<file path="src/rtl/dh_pkg.sv">
package dh_pkg;

  typedef enum logic [1:0] {
    DH_LEGACY = 2'd0,
    DH_VEC2K  = 2'd1,
    DH_VEC1K  = 2'd2,
    DH_RSVD   = 2'd3
  } dh_mode_e;

  localparam int NUM_SLOT   = 5;
  localparam int LEG_BASE   = 8;
  localparam int REQ_POS    = 8;

  // address bit corrected by slot k
  function automatic int slot_bit(input int k);
    case (k)
      0:       return 8;
      1:       return 9;
      2:       return 12;
      3:       return 13;
      default: return 14;
    endcase
  endfunction

  // offset of each granule level from the first tap
  function automatic int lvl_off(input int lvl);
    case (lvl)
      0:       return 0;
      1:       return 5;
      2:       return 14;
      default: return 24;
    endcase
  endfunction

  // tap position in the vector modes
  function automatic int vec_tap(input int k, input int lvl);
    return 16 + k + lvl_off(lvl);
  endfunction

  // tap position in legacy mode (slot 1 is unused there)
  function automatic int leg_tap(input int k, input int lvl);
    return (k == 0) ? vec_tap(0, lvl) : vec_tap(k - 1, lvl);
  endfunction

endpackage

</file>
<file path="src/rtl/dh_cfg_check.sv">
module dh_cfg_check #(
  parameter int CHAN_W = 6,
  parameter int POS_W  = 6,
  parameter int DIE_W  = 4,
  parameter int SOCK_W = 2
) (
  input  logic [CHAN_W-1:0] total_chan,
  input  logic [1:0]        mode,
  input  logic [POS_W-1:0]  intlv_pos,
  input  logic [DIE_W-1:0]  die_cnt,
  input  logic [SOCK_W-1:0] sock_cnt,
  output logic              cfg_err
);
  import dh_pkg::*;

  localparam logic [POS_W-1:0]  POS_OK   = POS_W'(REQ_POS);
  localparam logic [DIE_W-1:0]  DIE_OK   = DIE_W'(1);
  localparam logic [SOCK_W-1:0] SOCK_MAX = SOCK_W'(2);

  logic bad_pos, bad_die, bad_sock, bad_mode, bad_cnt;

  always_comb begin
    bad_pos  = (intlv_pos != POS_OK);
    bad_die  = (die_cnt != DIE_OK);
    bad_sock = (sock_cnt > SOCK_MAX);
    bad_mode = (mode == DH_RSVD);
    bad_cnt  = (total_chan == '0);
    cfg_err  = bad_pos | bad_die | bad_sock | bad_mode | bad_cnt;
  end

endmodule

</file>
<file path="src/rtl/dh_slot_sel.sv">
module dh_slot_sel #(
  parameter int CHAN_W = 6
) (
  input  logic [CHAN_W-1:0]            total_chan,
  input  logic [1:0]                   mode,
  output logic [dh_pkg::NUM_SLOT-1:0]  slot_en
);
  import dh_pkg::*;

  localparam int GAP_MAX = 3;
  localparam int VEC_W   = CHAN_W + LEG_BASE + GAP_MAX;

  logic [VEC_W-1:0]    chan_mask;
  logic                one_k;
  logic                is_legacy;
  logic [NUM_SLOT-1:0] vec_en;
  logic [NUM_SLOT-1:0] leg_en;

  // bit b of the mask after the gap is opened
  function automatic logic gap_bit(input logic [VEC_W-1:0] v,
                                   input logic one_k_i, input int b);
    int gp;
    int gw;
    gp = one_k_i ? 10 : 9;
    gw = one_k_i ? 2 : 3;
    if (b < gp)           return v[b];
    else if (b < gp + gw) return 1'b0;
    else                  return v[b - gw];
  endfunction

  always_comb begin
    chan_mask = VEC_W'(total_chan - CHAN_W'(1)) << LEG_BASE;
    one_k     = (mode == DH_VEC1K);
    is_legacy = (mode == DH_LEGACY);
  end

  for (genvar k = 0; k < NUM_SLOT; k++) begin : g_vec
    assign vec_en[k] = gap_bit(chan_mask, one_k, slot_bit(k));
  end

  always_comb begin
    leg_en[0] = 1'b1;
    leg_en[1] = 1'b0;
    leg_en[2] = (total_chan > CHAN_W'(2));
    leg_en[3] = (total_chan > CHAN_W'(4));
    leg_en[4] = (total_chan > CHAN_W'(8));
    slot_en   = is_legacy ? leg_en : vec_en;
  end

endmodule

</file>
<file path="src/rtl/dh_fix_stage.sv">
module dh_fix_stage #(
  parameter int ADDR_W = 52,
  parameter int SLOT   = 0
) (
  input  logic [ADDR_W-1:0] addr_i,
  input  logic              fix_en,
  input  logic              legacy,
  input  logic [3:0]        hash_en,
  input  logic              extra,
  output logic [ADDR_W-1:0] addr_o
);
  import dh_pkg::*;

  localparam int FIX = slot_bit(SLOT);
  localparam int V0  = vec_tap(SLOT, 0);
  localparam int V1  = vec_tap(SLOT, 1);
  localparam int V2  = vec_tap(SLOT, 2);
  localparam int V3  = vec_tap(SLOT, 3);
  localparam int L0  = leg_tap(SLOT, 0);
  localparam int L1  = leg_tap(SLOT, 1);
  localparam int L2  = leg_tap(SLOT, 2);

  logic par_vec, par_leg, par;

  always_comb begin
    par_vec = (addr_i[V0] & hash_en[0]) ^ (addr_i[V1] & hash_en[1]) ^
              (addr_i[V2] & hash_en[2]) ^ (addr_i[V3] & hash_en[3]);
    par_leg = (addr_i[L0] & hash_en[0]) ^ (addr_i[L1] & hash_en[1]) ^
              (addr_i[L2] & hash_en[2]) ^ extra;
    par     = legacy ? par_leg : par_vec;
    addr_o  = addr_i;
    if (fix_en && par) addr_o[FIX] = ~addr_i[FIX];
  end

endmodule

</file>
<file path="src/rtl/dh_dehash.sv">
module dh_dehash #(
  parameter int ADDR_W = 52,
  parameter int CHAN_W = 6,
  parameter int POS_W  = 6,
  parameter int DIE_W  = 4,
  parameter int SOCK_W = 2
) (
  input  logic              clk,
  input  logic              rst_n,
  input  logic              in_valid,
  input  logic [ADDR_W-1:0] in_addr,
  input  logic [CHAN_W-1:0] total_chan,
  input  logic [1:0]        mode,
  input  logic [POS_W-1:0]  intlv_pos,
  input  logic [DIE_W-1:0]  die_cnt,
  input  logic [SOCK_W-1:0] sock_cnt,
  input  logic [3:0]        hash_en,
  output logic              out_valid,
  output logic [ADDR_W-1:0] out_addr,
  output logic              out_err
);
  import dh_pkg::*;

  localparam int SYNC_N = 2;

  logic [SYNC_N-1:0]   rst_sync;
  logic                rst_sync_n;
  logic                cfg_err;
  logic [NUM_SLOT-1:0] slot_en;
  logic [NUM_SLOT-1:0] fix_en;
  logic                legacy;
  logic                sock_tap;
  logic [ADDR_W-1:0]   chain [NUM_SLOT+1];

  logic              valid_q, err_q;
  logic [ADDR_W-1:0] addr_q;
  logic              err_d;
  logic [ADDR_W-1:0] addr_d;

  // reset: asserted at once, released on the clock
  always_ff @(posedge clk or negedge rst_n) begin
    if (!rst_n) rst_sync <= '0;
    else        rst_sync <= {rst_sync[SYNC_N-2:0], 1'b1};
  end
  assign rst_sync_n = rst_sync[SYNC_N-1];

  dh_cfg_check #(
    .CHAN_W(CHAN_W), .POS_W(POS_W), .DIE_W(DIE_W), .SOCK_W(SOCK_W)
  ) u_cfg (
    .total_chan(total_chan),
    .mode      (mode),
    .intlv_pos (intlv_pos),
    .die_cnt   (die_cnt),
    .sock_cnt  (sock_cnt),
    .cfg_err   (cfg_err)
  );

  dh_slot_sel #(.CHAN_W(CHAN_W)) u_sel (
    .total_chan(total_chan),
    .mode      (mode),
    .slot_en   (slot_en)
  );

  always_comb begin
    legacy   = (mode == DH_LEGACY);
    fix_en   = cfg_err ? '0 : slot_en;
    sock_tap = legacy && (sock_cnt == SOCK_W'(1)) && in_addr[14];
    chain[0] = in_addr;
  end

  for (genvar k = 0; k < NUM_SLOT; k++) begin : g_fix
    dh_fix_stage #(.ADDR_W(ADDR_W), .SLOT(k)) u_stage (
      .addr_i (chain[k]),
      .fix_en (fix_en[k]),
      .legacy (legacy),
      .hash_en(hash_en),
      .extra  ((k == 0) ? sock_tap : 1'b0),
      .addr_o (chain[k+1])
    );
  end

  // next state
  always_comb begin
    addr_d = chain[NUM_SLOT];
    err_d  = cfg_err;
  end

  // registers
  always_ff @(posedge clk or negedge rst_sync_n) begin
    if (!rst_sync_n) begin
      valid_q <= 1'b0;
      addr_q  <= '0;
      err_q   <= 1'b0;
    end else begin
      valid_q <= in_valid;
      if (in_valid) begin
        addr_q <= addr_d;
        err_q  <= err_d;
      end
    end
  end

  assign out_valid = valid_q;
  assign out_addr  = addr_q;
  assign out_err   = err_q;

endmodule

</file>
<file path="config.mk">
export PLATFORM = sky130hd
export DESIGN_NAME = dh_dehash
export DESIGN_NICKNAME = d
export VERILOG_FILES = /design/src/rtl/dh_pkg.sv /design/src/rtl/dh_cfg_check.sv /design/src/rtl/dh_slot_sel.sv /design/src/rtl/dh_fix_stage.sv /design/src/rtl/dh_dehash.sv
export SDC_FILE = /design/constraint.sdc
export NUM_CORES = 1
export LEC_CHECK = 0
export BUFFER_PORTS_ARGS = -buffer_cell sky130_fd_sc_hd__buf_4
export CAP_MARGIN = 20
export CORE_MARGIN = 4
export CORE_UTILIZATION = 39
export CTS_CLUSTER_SIZE = 40
export DETAILED_ROUTE_END_ITERATION = 16
export PLACE_DENSITY_LB_ADDON = 0.25
export REMOVE_ABC_BUFFERS = 1
export SLEW_MARGIN = 15
export SYNTH_ARGS = -nofsm -noshare
export SYNTH_HDL_FRONTEND = slang
export SYNTH_SLANG_ARGS = --single-unit
export TNS_END_PERCENT = 50
</file>
<file path="constraint.sdc">
create_clock -name clk -period 2.7 [get_ports clk]
set_input_delay 0.405 -clock clk [delete_from_list [all_inputs] [get_ports clk]]
set_output_delay 0.405 -clock clk [all_outputs]
set_load 0.03 [all_outputs]
</file>
==> metrics.md, run 1 <==
| Metric | Value |
|---|---|
| Footprint of the multi-input gates | `1140 µm²` |
| Worst setup path startpoint | `hash_en[1]` |
| Num ports | `133` |
| Latest clock arrival within the worst-skew pair | `around 0.3 ns` |
| Die Y | `89.5 µm` |
| Slew @ Worst Pin | `~0.72 ns` |
| Setup_tns | `0 ns` |
| Worst r2r src | `rst_sync[1]` |
| Hold Slack | `slightly below 0.3 ns` |
| TritonCTS clock tree | `built` |
| Largest family of logic cells by synthesized area | `multiplexers` |
| Overflow after GRT | `0` |
| Via count | `between 2000 and 2500` |
| TritonCTS buffer count | `5` |
| CTS root buffer | `clkbuf_8` |
| Sink Count | `56` |
| Vias per inst | `between 5 and 6` |
| RSZ-0062 raised after global routing | `false` |
| Register area | `between 1000 and 1500 µm²` |
| Hold Buf Count CTS | `1` |
| Data arrival, critical path | `around 1.8 ns` |
| Number of global-route vias before repair | `between 2000 and 2500` |
| Clk_skew | `roughly 0.0063 ns` |
| Met2 routed WL | `3260 µm` |
| Hold WC Path Type | `reg2async` |
| Count of pins over their slew limit | `0` |
| Most frequent cells in the layout | `buf_4 (134), dfrtp_1 (55), mux2_2 (47)` |
| Post-DP HPWL | `5180 µm` |
| Postcts setup bufs | `0` |
| Final net count | `approximately 420` |
| Post-Route Utilization | `58.9%` |
| Post-synthesis area per instance | `~13 µm²` |
| Synth Area in XOR/XNOR | `6.90%` |
| Initial Utilization | `approximately two fifths` |
| WL per Instance | `approximately 16 µm` |
| Yosys warns | `0` |
| Layout cells sized above 1 | `a little under three fifths` |
| Top cell type's share of synthesized area | `54.1%` |
| Setup Crit Path Kind | `in2reg` |
| Max-cap viol count | `0` |
| Status | `finished, final reports clean` |
| Simple-gate share of the synthesized area | `under 10%` |
| Crit end category | `flip-flop` |
| Synthesized flop and latch total | `between 50 and 60` |
| Top Layer Used | `met4` |
| Commonest non-fill, non-tap cell in the layout | `buf_4` |
| Leak | `1.79 nW` |
| WL final | `around 6500 µm` |
| Clock Path Buffers | `2` |
| Initial antenna violation count | `0` |
| Post-Synth Adder-Cell Area | `0.483%` |
| Post-synth top area cell | `dfrtp_1` |
| Max IR drop VDD | `about 0.32 mV` |
| Core area | `roughly 6400 µm²` |
| Commonest register cell after synthesis | `dfrtp_1` |
| Compound-Gate Fraction of Synth Area | `6.37%` |
| Pwr Total | `between 2 and 2.5 mW` |
| Filler instances | `563` |
| Mux share of post-synthesis cell area | `20.8%` |
| Drt drc | `0` |
| CP max stage cell | `xor3_1` |
| Post-synth EDFFs | `0` |
| Die Span X | `89.5 µm` |
| H-tree levels | `2` |
| CP Launch Type | `primary input` |
| Final Wtd Congestion | `0.820` |
| Largest net degree at the start of global routing | `between 60 and 70` |
| CP peak stage delay | `~0.44 ns` |
| DIE AREA | `8020 µm²` |
| Clk slew on worst S/H paths | `about 0.1 ns` |
| Critical path, cell by cell | `buf_4 -> nand2_1 -> xor3_1 -> xor2_1 -> a22o_1 -> mux2i_1 -> a211o_1` |
| Final ANT Viol Nets | `0` |
| M1 wire length | `2570 µm` |
| Relative slew slack | `between 50% and 60%` |
| Crit path time final | `about 1.6 ns` |
| Sequential fraction of the synthesis area | `between 50% and 60%` |
| Router iterations before antenna repair | `4` |
| Fraction of registers with async set/reset | `between 90% and 100%` |
| Row count | `29` |
| Final hold vios | `0` |
| Port Buffers | `roughly 130` |
| Fin crit share | `58.7%` |
| Area grow syn2layout | `45.1%` |
| Post-Synthesis Cells | `203` |
| Highest Clock Rate | `0.631 GHz` |
| First-pass GRT wire length | `between 10000 and 15000 µm` |
| Cell area after synthesis | `roughly 2600 µm²` |
| Final setup viols | `0` |
| Antenna cell count | `0` |
| DR WL met3 | `around 630 µm` |
| Unique masters post-synth | `39` |
| Total GRT Usage | `16.3%` |
| Synth area leaders | `dfrtp_1 (54%), mux2_2 (20%), nand2_1 (3.2%), xnor3_1 (2.6%), xnor2_1 (1.7%)` |
| Initial DRC count | `76` |
| Critical Path RT | `between 2 and 3 ns` |
| Top fanout value on the critical path | `5` |
| Post_cts resized | `0` |
| Power density over the cells | `536 nW/µm²` |
through the flow:
step / area [µm²] / setup WS [ns] / cells
CTS: 3760 / 1.12 / 415
detailed placement: 3660 / 0.798 / 406
floorplan: 2560 / 1.00 / 195
global route: 3760 / 1.00 / 415
global placement: 3660 / 0.812 / 406
finish: 3760 / 1.12 / 415
critical path, delay by kind of cell:
family                 cells  cell delay, ns
buffers and inverters      1            0.13
AND/OR/NAND/NOR            1            0.05
XOR/XNOR                   2            0.62
multiplexers               1            0.12
AO/OA/AOI/OAI              2            0.45
cells in the mapped netlist, drive strengths merged (2+ instances only):
master	count
a21oi	7
a22o	2
a32oi	2
clkbuf	7
dfrtp	56
inv	4
mux2	47
nand2	22
nand2b	2
nand3	2
nand4	2
nand4b	2
nor2	7
nor2b	3
nor4b	3
o211ai	3
xnor2	5
xnor3	3
xor2	5
per-layer routing:
metal / up-vias / GRT usage (%)
met3: 4 / 6.91
li1: 997 / -
met2: 74 / 26.6
met4: 0 / 3.92
met5: - / 0
met1: 1010 / 20.2
registers in the layout (all words and copies together), names as in the netlist:
name       count
out_addr      52
out_err        1
out_valid      1
rst_sync       2
power breakdown:
part | switching, mW | total (mW) | leakage (nW) | internal [mW]
combinational | 0.311 | 0.596 | 1.09 | 0.285
clock | 0.266 | 0.452 | 0.0456 | 0.186
sequential | 0.0494 | 0.968 | 0.649 | 0.919
total | 0.626 | 2.02 | 1.79 | 1.39
area by class of cell:
type / instances / area share, %
Clock buffer: 6 / 1.93
Clock inverter: 2 / 0.366
Inverter: 4 / 0.399
Multi-Input combinational cell: 135 / 30.4
Sequential cell: 56 / 37.3
Tap cell: 77 / 2.56
Timing Repair Buffer: 135 / 27.0
cell families (layout without fill, tap and decap cells):
kind of cell    Yosys count  after routing
other cells               1              1
flops                    56             56
fa+ha+maj                 1              1
buf+inv                  12            147
simple gates             48             48
compound gates           23             23
xor+xnor                 14             14
mux                      48             48
final timing paths:
path	slack (ns)	end	cells past startpoint
worst max-delay path	1.12	out_addr[12]	7
worst min-delay path	0.29	out_addr[20]	0
worst max register to register	1.77	out_addr[14]	1
worst min register to register	0.29	out_addr[20]	0
max in group asynchronous	1.77	out_addr[14]	1
min in group clk	0.33	out_addr[0]	2
No activity file was read; power rests on OpenSTA's default activity.
==> inputs of run 2 (changes only) <==
clock period = 1.3 ns   (was 2.7 ns; I/O delays follow)
==> metrics.md, run 2 (same netlist as run 1, synthesis figures left out) <==
| Metric | Value |
|---|---|
| Clock Power Share | `roughly a quarter` |
| Switching share of power | `between 30% and 40%` |
| H-tree levels | `2` |
| Initial antenna violation count | `0` |
| DR WL met3 | `717 µm` |
| Final net count | `440` |
| Leak | `approximately 2.0 nW` |
| R2R setup slack | `0.41 ns` |
| M1 wire length | `approximately 2600 µm` |
| Max IR drop VDD | `0.781 mV` |
| Crit end category | `flip-flop` |
| Max-cap viol count | `0` |
| DIE AREA | `around 8000 µm²` |
| Largest net degree at the start of global routing | `33` |
| Setup Crit Path Kind | `in2reg` |
| Antenna cell count | `0` |
| CTS root buffer | `clkbuf_8` |
| Count of pins over their slew limit | `0` |
| Core area | `roughly 6400 µm²` |
| Sequential Power Share | `approximately 44%` |
| Port Buffers | `132` |
| Final hold vios | `0` |
| Clk slew on worst S/H paths | `around 0.10 ns` |
| Data arrival, critical path | `about 1.5 ns` |
| Area grow syn2layout | `57.4%` |
| TritonCTS buffer count | `5` |
| WL final | `between 7000 and 8000 µm` |
| Initial DRC count | `57` |
| Most frequent cells in the layout | `buf_4 (148), dfrtp_1 (55), mux2_2 (47)` |
| Router iterations before antenna repair | `4` |
| Fin crit share | `a little over nine tenths` |
| Final ANT Viol Nets | `0` |
| Crit path time final | `~1.3 ns` |
| CP Launch Type | `primary input` |
| Initial Utilization | `roughly two fifths` |
| Clk_skew | `0.00535 ns` |
| Latest clock arrival within the worst-skew pair | `0.31 ns` |
| Total GRT Usage | `between 10% and 20%` |
| Top Layer Used | `met4` |
| Met2 routed WL | `about 3500 µm` |
| Overflow after GRT | `0` |
| Setup slack at placement | `-0.402 ns` |
| Row count | `29` |
| Die Y | `89.5 µm` |
| Max reg flops | `52` |
| Layout cells sized above 1 | `about 63%` |
| Psw | `1.36 mW` |
| Internal | `about 3.1 mW` |
| Final worst slack | `between 0.02 and 0.025 ns` |
| Num ports | `133` |
| Post-DP HPWL | `5510 µm` |
| Via count | `2206` |
| TritonCTS clock tree | `built` |
| Combinational share of power | `between 20% and 30%` |
| Power density over the cells | `1100 nW/µm²` |
| Vias per inst | `5.04` |
| Final setup viols | `0` |
| Commonest non-fill, non-tap cell in the layout | `buf_4` |
| WL per Instance | `about 16 µm` |
| Highest Clock Rate | `just under 0.8 GHz` |
| Sink Count | `56` |
| First-pass GRT wire length | `approximately 11000 µm` |
| RSZ-0062 raised after global routing | `true` |
| Final Wtd Congestion | `around 0.86` |
| Finished Layout Cells | `between 400 and 500` |
| Drt drc | `0` |
| Die Span X | `89.5 µm` |
| Clock Path Buffers | `2` |
| Hold WC Path Type | `in2reg` |
| Number of global-route vias before repair | `2354` |
| Status | `finished, final reports clean` |
| Filler instances | `530` |
| Critical Path RT | `about 1.5 ns` |
| Cells after DPL | `426` |
| Top fanout value on the critical path | `5` |
[run 2: cell count changes in the layout (fill, tap and decap cells not counted), sizes merged]
cell / delta
clkbuf: -1
buf: +23
bufinv: +1
[run 2: what timing repair did]
item                                    CTS  global route
resized for setup                         8            13
pin swaps                                11            12
hold endpoints to repair                  2             0
setup buffers                             4             0
endpoints found under the setup margin    2             5
hold buffers                              1             0
[run 2: layer usage]
layer / vias up / global-route usage [%]
met4: 0 / 4.74
met1: 1073 / 21.3
met3: 13 / 6.27
met2: 88 / 29.3
met5: - / 0
li1: 1032 / -
[run 2: path summary, 6_finish.rpt]
path                               from           end  cells past startpoint
setup / recovery           intlv_pos[5]   out_addr[9]                      8
hold / removal              in_addr[27]  out_addr[27]                      2
setup reg to reg           out_addr[14]  out_addr[14]                      3
hold reg to reg             rst_sync[1]  out_addr[44]                      0
max in group asynchronous   rst_sync[1]   out_addr[1]                      1
min in group asynchronous   rst_sync[1]  out_addr[44]                      0
[run 2: through the flow]
stage | hold slack [ns] | total power [mW] | cell area (µm²) | utilization, % | setup TNS (ns)
3_5_place_dp | -0.0207 | 3.35 | 3840 | 60.1 | -1.69
3_3_place_gp | -0.0212 | 3.32 | 3840 | 60.1 | -1.54
2_1_floorplan | -0.101 | 2.70 | 2560 | - | -20.51
6_report | 0.108 | 4.51 | 4080 | 63.9 | 0
5_1_grt | 0.0945 | 4.73 | 4080 | 63.9 | -0.132
4_1_cts | 0.0993 | 4.54 | 4020 | 62.9 | 0
[run 2: area by class of cell]
| cell class | count | area, µm² | area share [%] |
|---|---|---|---|
| clock buffers | 5 | 68.8 | 1.69 |
| repair buffers | 158 | 1240 | 30.5 |
| inverters | 4 | 15.0 | 0.368 |
| clock inverters | 3 | 46.3 | 1.13 |
| flip-flops and latches | 56 | 1400 | 34.4 |
| multi-input cells | 135 | 1210 | 29.6 |
| well taps | 77 | 96.3 | 2.36 |
[run 2: critical path: stages]
cell and delay (ns):
buf_6 0.10, nor4b_4 0.25, nand4_1 0.18, nor2_4 0.22, buf_6 0.13, nand4b_1 0.12
xor2_1 0.16, a21oi_1 0.16
[run 2: power groups by stage]
stage / clock network, mW / logic, mW / registers (mW)
floorplan: 0 / 0.316 / 2.38
global placement: 0 / 1.29 / 2.03
detailed placement: 0 / 1.31 / 2.04
CTS: 1.21 / 1.33 / 2.00
global route: 1.29 / 1.42 / 2.03
finish: 1.17 / 1.33 / 2.00
==> inputs of run 3 (changes only) <==
CORE_ASPECT_RATIO = 0.9   (was unset)
==> metrics.md, run 3 (same netlist as run 1, synthesis figures left out) <==
| Metric | Value |
|---|---|
| Status | `finished, violations left` |
| Failing checks | `negative setup slack` |
| Internal | `approximately 3 mW` |
| Post-DP HPWL | `about 5800 µm` |
| Commonest non-fill, non-tap cell in the layout | `buf_4` |
| Final Wtd Congestion | `0.874` |
| CTS root buffer | `clkbuf_8` |
| Number of global-route vias before repair | `~2300` |
| Max reg flops | `52` |
| Highest Clock Rate | `0.750 GHz` |
| Latest clock arrival within the worst-skew pair | `~0.30 ns` |
| Overflow after GRT | `0` |
| Die Span X | `93.9 µm` |
| R2R setup slack | `~0.40 ns` |
| Area grow syn2layout | `57.3%` |
| Router iterations before antenna repair | `4` |
| Final setup viols | `1` |
| Vias per inst | `between 4 and 5` |
| Final net count | `436` |
| Clock Path Buffers | `2` |
| WL final | `7200 µm` |
| DIE AREA | `around 8000 µm²` |
| Cells after DPL | `between 400 and 500` |
| Crit end category | `flip-flop` |
| H-tree levels | `2` |
| Final worst slack | `-0.0330 ns` |
| Pwr Total | `approximately 4.3 mW` |
| Leak | `between 1.5 and 2 nW` |
| Count of pins over their slew limit | `0` |
| Switching share of power | `31.7%` |
| Port Buffers | `132` |
| Row count | `27` |
| RSZ-0062 raised after global routing | `true` |
| Drt drc | `0` |
| Setup slack at placement | `-0.422 ns` |
| Initial Utilization | `roughly 41%` |
| Layout cells sized above 1 | `between 60 and 70%` |
| Setup Crit Path Kind | `in2reg` |
| Max-cap viol count | `0` |
| Via count | `about 2200` |
| TritonCTS buffer count | `5` |
| Min-Delay Endpoint | `out_addr[26]` |
| Antenna cell count | `0` |
| Initial antenna violation count | `0` |
| Finished Layout Cells | `about 440` |
| R2R Path End | `out_addr[14]` |
| Die Y | `~85 µm` |
| Final hold vios | `0` |
| Max IR drop VDD | `0.669 mV` |
| Hold path depth | `2` |
| Worst Reg-to-Reg Cells | `3` |
| Clock Power Share | `around 22%` |
| Fin crit share | `103%` |
| Combinational share of power | `31.5%` |
| Most frequent cells in the layout | `buf_4 (146), dfrtp_1 (55), mux2_2 (47)` |
| Post-Route Utilization | `approximately 65%` |
| Total GRT Usage | `roughly 17%` |
| CP Launch Type | `primary input` |
| Initial DRC count | `36` |
| Power density over the cells | `1060 nW/µm²` |
| Register area | `between 1000 and 1500 µm²` |
| TritonCTS clock tree | `built` |
| Clk_skew | `around 0.006 ns` |
| Data arrival, critical path | `around 1.5 ns` |
| Filler instances | `533` |
| Sink Count | `56` |
| Top fanout value on the critical path | `4` |
| Hold WC Path Type | `in2reg` |
| Clk slew on worst S/H paths | `roughly 0.1 ns` |
| Footprint of the multi-input gates | `1250 µm²` |
| Psw | `1.37 mW` |
| Sequential Power Share | `46.2%` |
| Critical Path RT | `1.49 ns` |
| Worst r2r src | `out_addr[14]` |
| WL per Instance | `between 15 and 20 µm` |
| Final ANT Viol Nets | `0` |
| Core area | `~6300 µm²` |
| First-pass GRT wire length | `11100 µm` |
| Largest net degree at the start of global routing | `30` |
| Crit path time final | `1.33 ns` |
| Hold Slack | `around 0.11 ns` |
| Hold wc startpoint | `in_addr[26]` |
| Num ports | `~130` |
-- run 3: power groups by stage --
| stage | clock (mW) | combinational, mW | sequential [mW] |
|---|---|---|---|
| 2_1_floorplan | 0 | 0.316 | 2.38 |
| 3_3_place_gp | 0 | 1.30 | 2.02 |
| 3_5_place_dp | 0 | 1.32 | 2.03 |
| 4_1_cts | 1.01 | 1.33 | 2.00 |
| 5_1_grt | 1.07 | 1.45 | 2.02 |
| 6_report | 0.966 | 1.36 | 1.99 |
-- run 3: worst max-delay path, stage by stage --
cell and delay [ns]:
buf_8 0.10, nand2_2 0.05, xor3_1 0.45, xor2_1 0.16, a22o_1 0.22, mux2i_1 0.12, a211o_1 0.22
-- run 3: how the worst max path moves through the flow --
stage                      from            to  cells past startpoint
floorplan           rst_sync[1]   out_addr[0]                      0
global placement     hash_en[1]  out_addr[12]                      7
detailed placement   hash_en[1]  out_addr[12]                      7
CTS                  hash_en[2]  out_addr[12]                      7
global route            mode[1]   out_addr[8]                      7
finish               hash_en[2]  out_addr[12]                      7
-- run 3: repair_timing --
action | in CTS | in global routing
resized for setup | 5 | 23
endpoints found under the setup margin | 4 | 5
buffers inserted | 0 | 2
hold buffers | 1 | 0
pin swaps | 5 | 11
cloned | 0 | 0
endpoints found under the hold margin | 2 | 0
-- run 3: area by class of cell --
cell class                 count  area share (%)
tap                           87            2.67
clock inverter                 3           0.552
inverter                       4           0.368
multi-input combinational    135            30.7
timing repair buffer         154            29.6
sequential                    56            34.4
clock buffer                   5            1.69
-- run 3: through the flow --
step,area [µm²],TNS [ns]
after floorplan,2560,-20.51
after global placement,3830,-1.66
after detailed placement,3830,-1.90
after CTS,3950,-0.0120
after global routing,4080,-0.201
final,4080,-0.0330
-- run 3: routing by layer --
metal,vias to the layer above,GRT usage (%),wire length (µm)
met5,-,0,0
met4,0,3.94,106
met3,8,4.26,546
met2,83,29.9,3690
met1,1095,22.4,2860
li1,1030,-,-
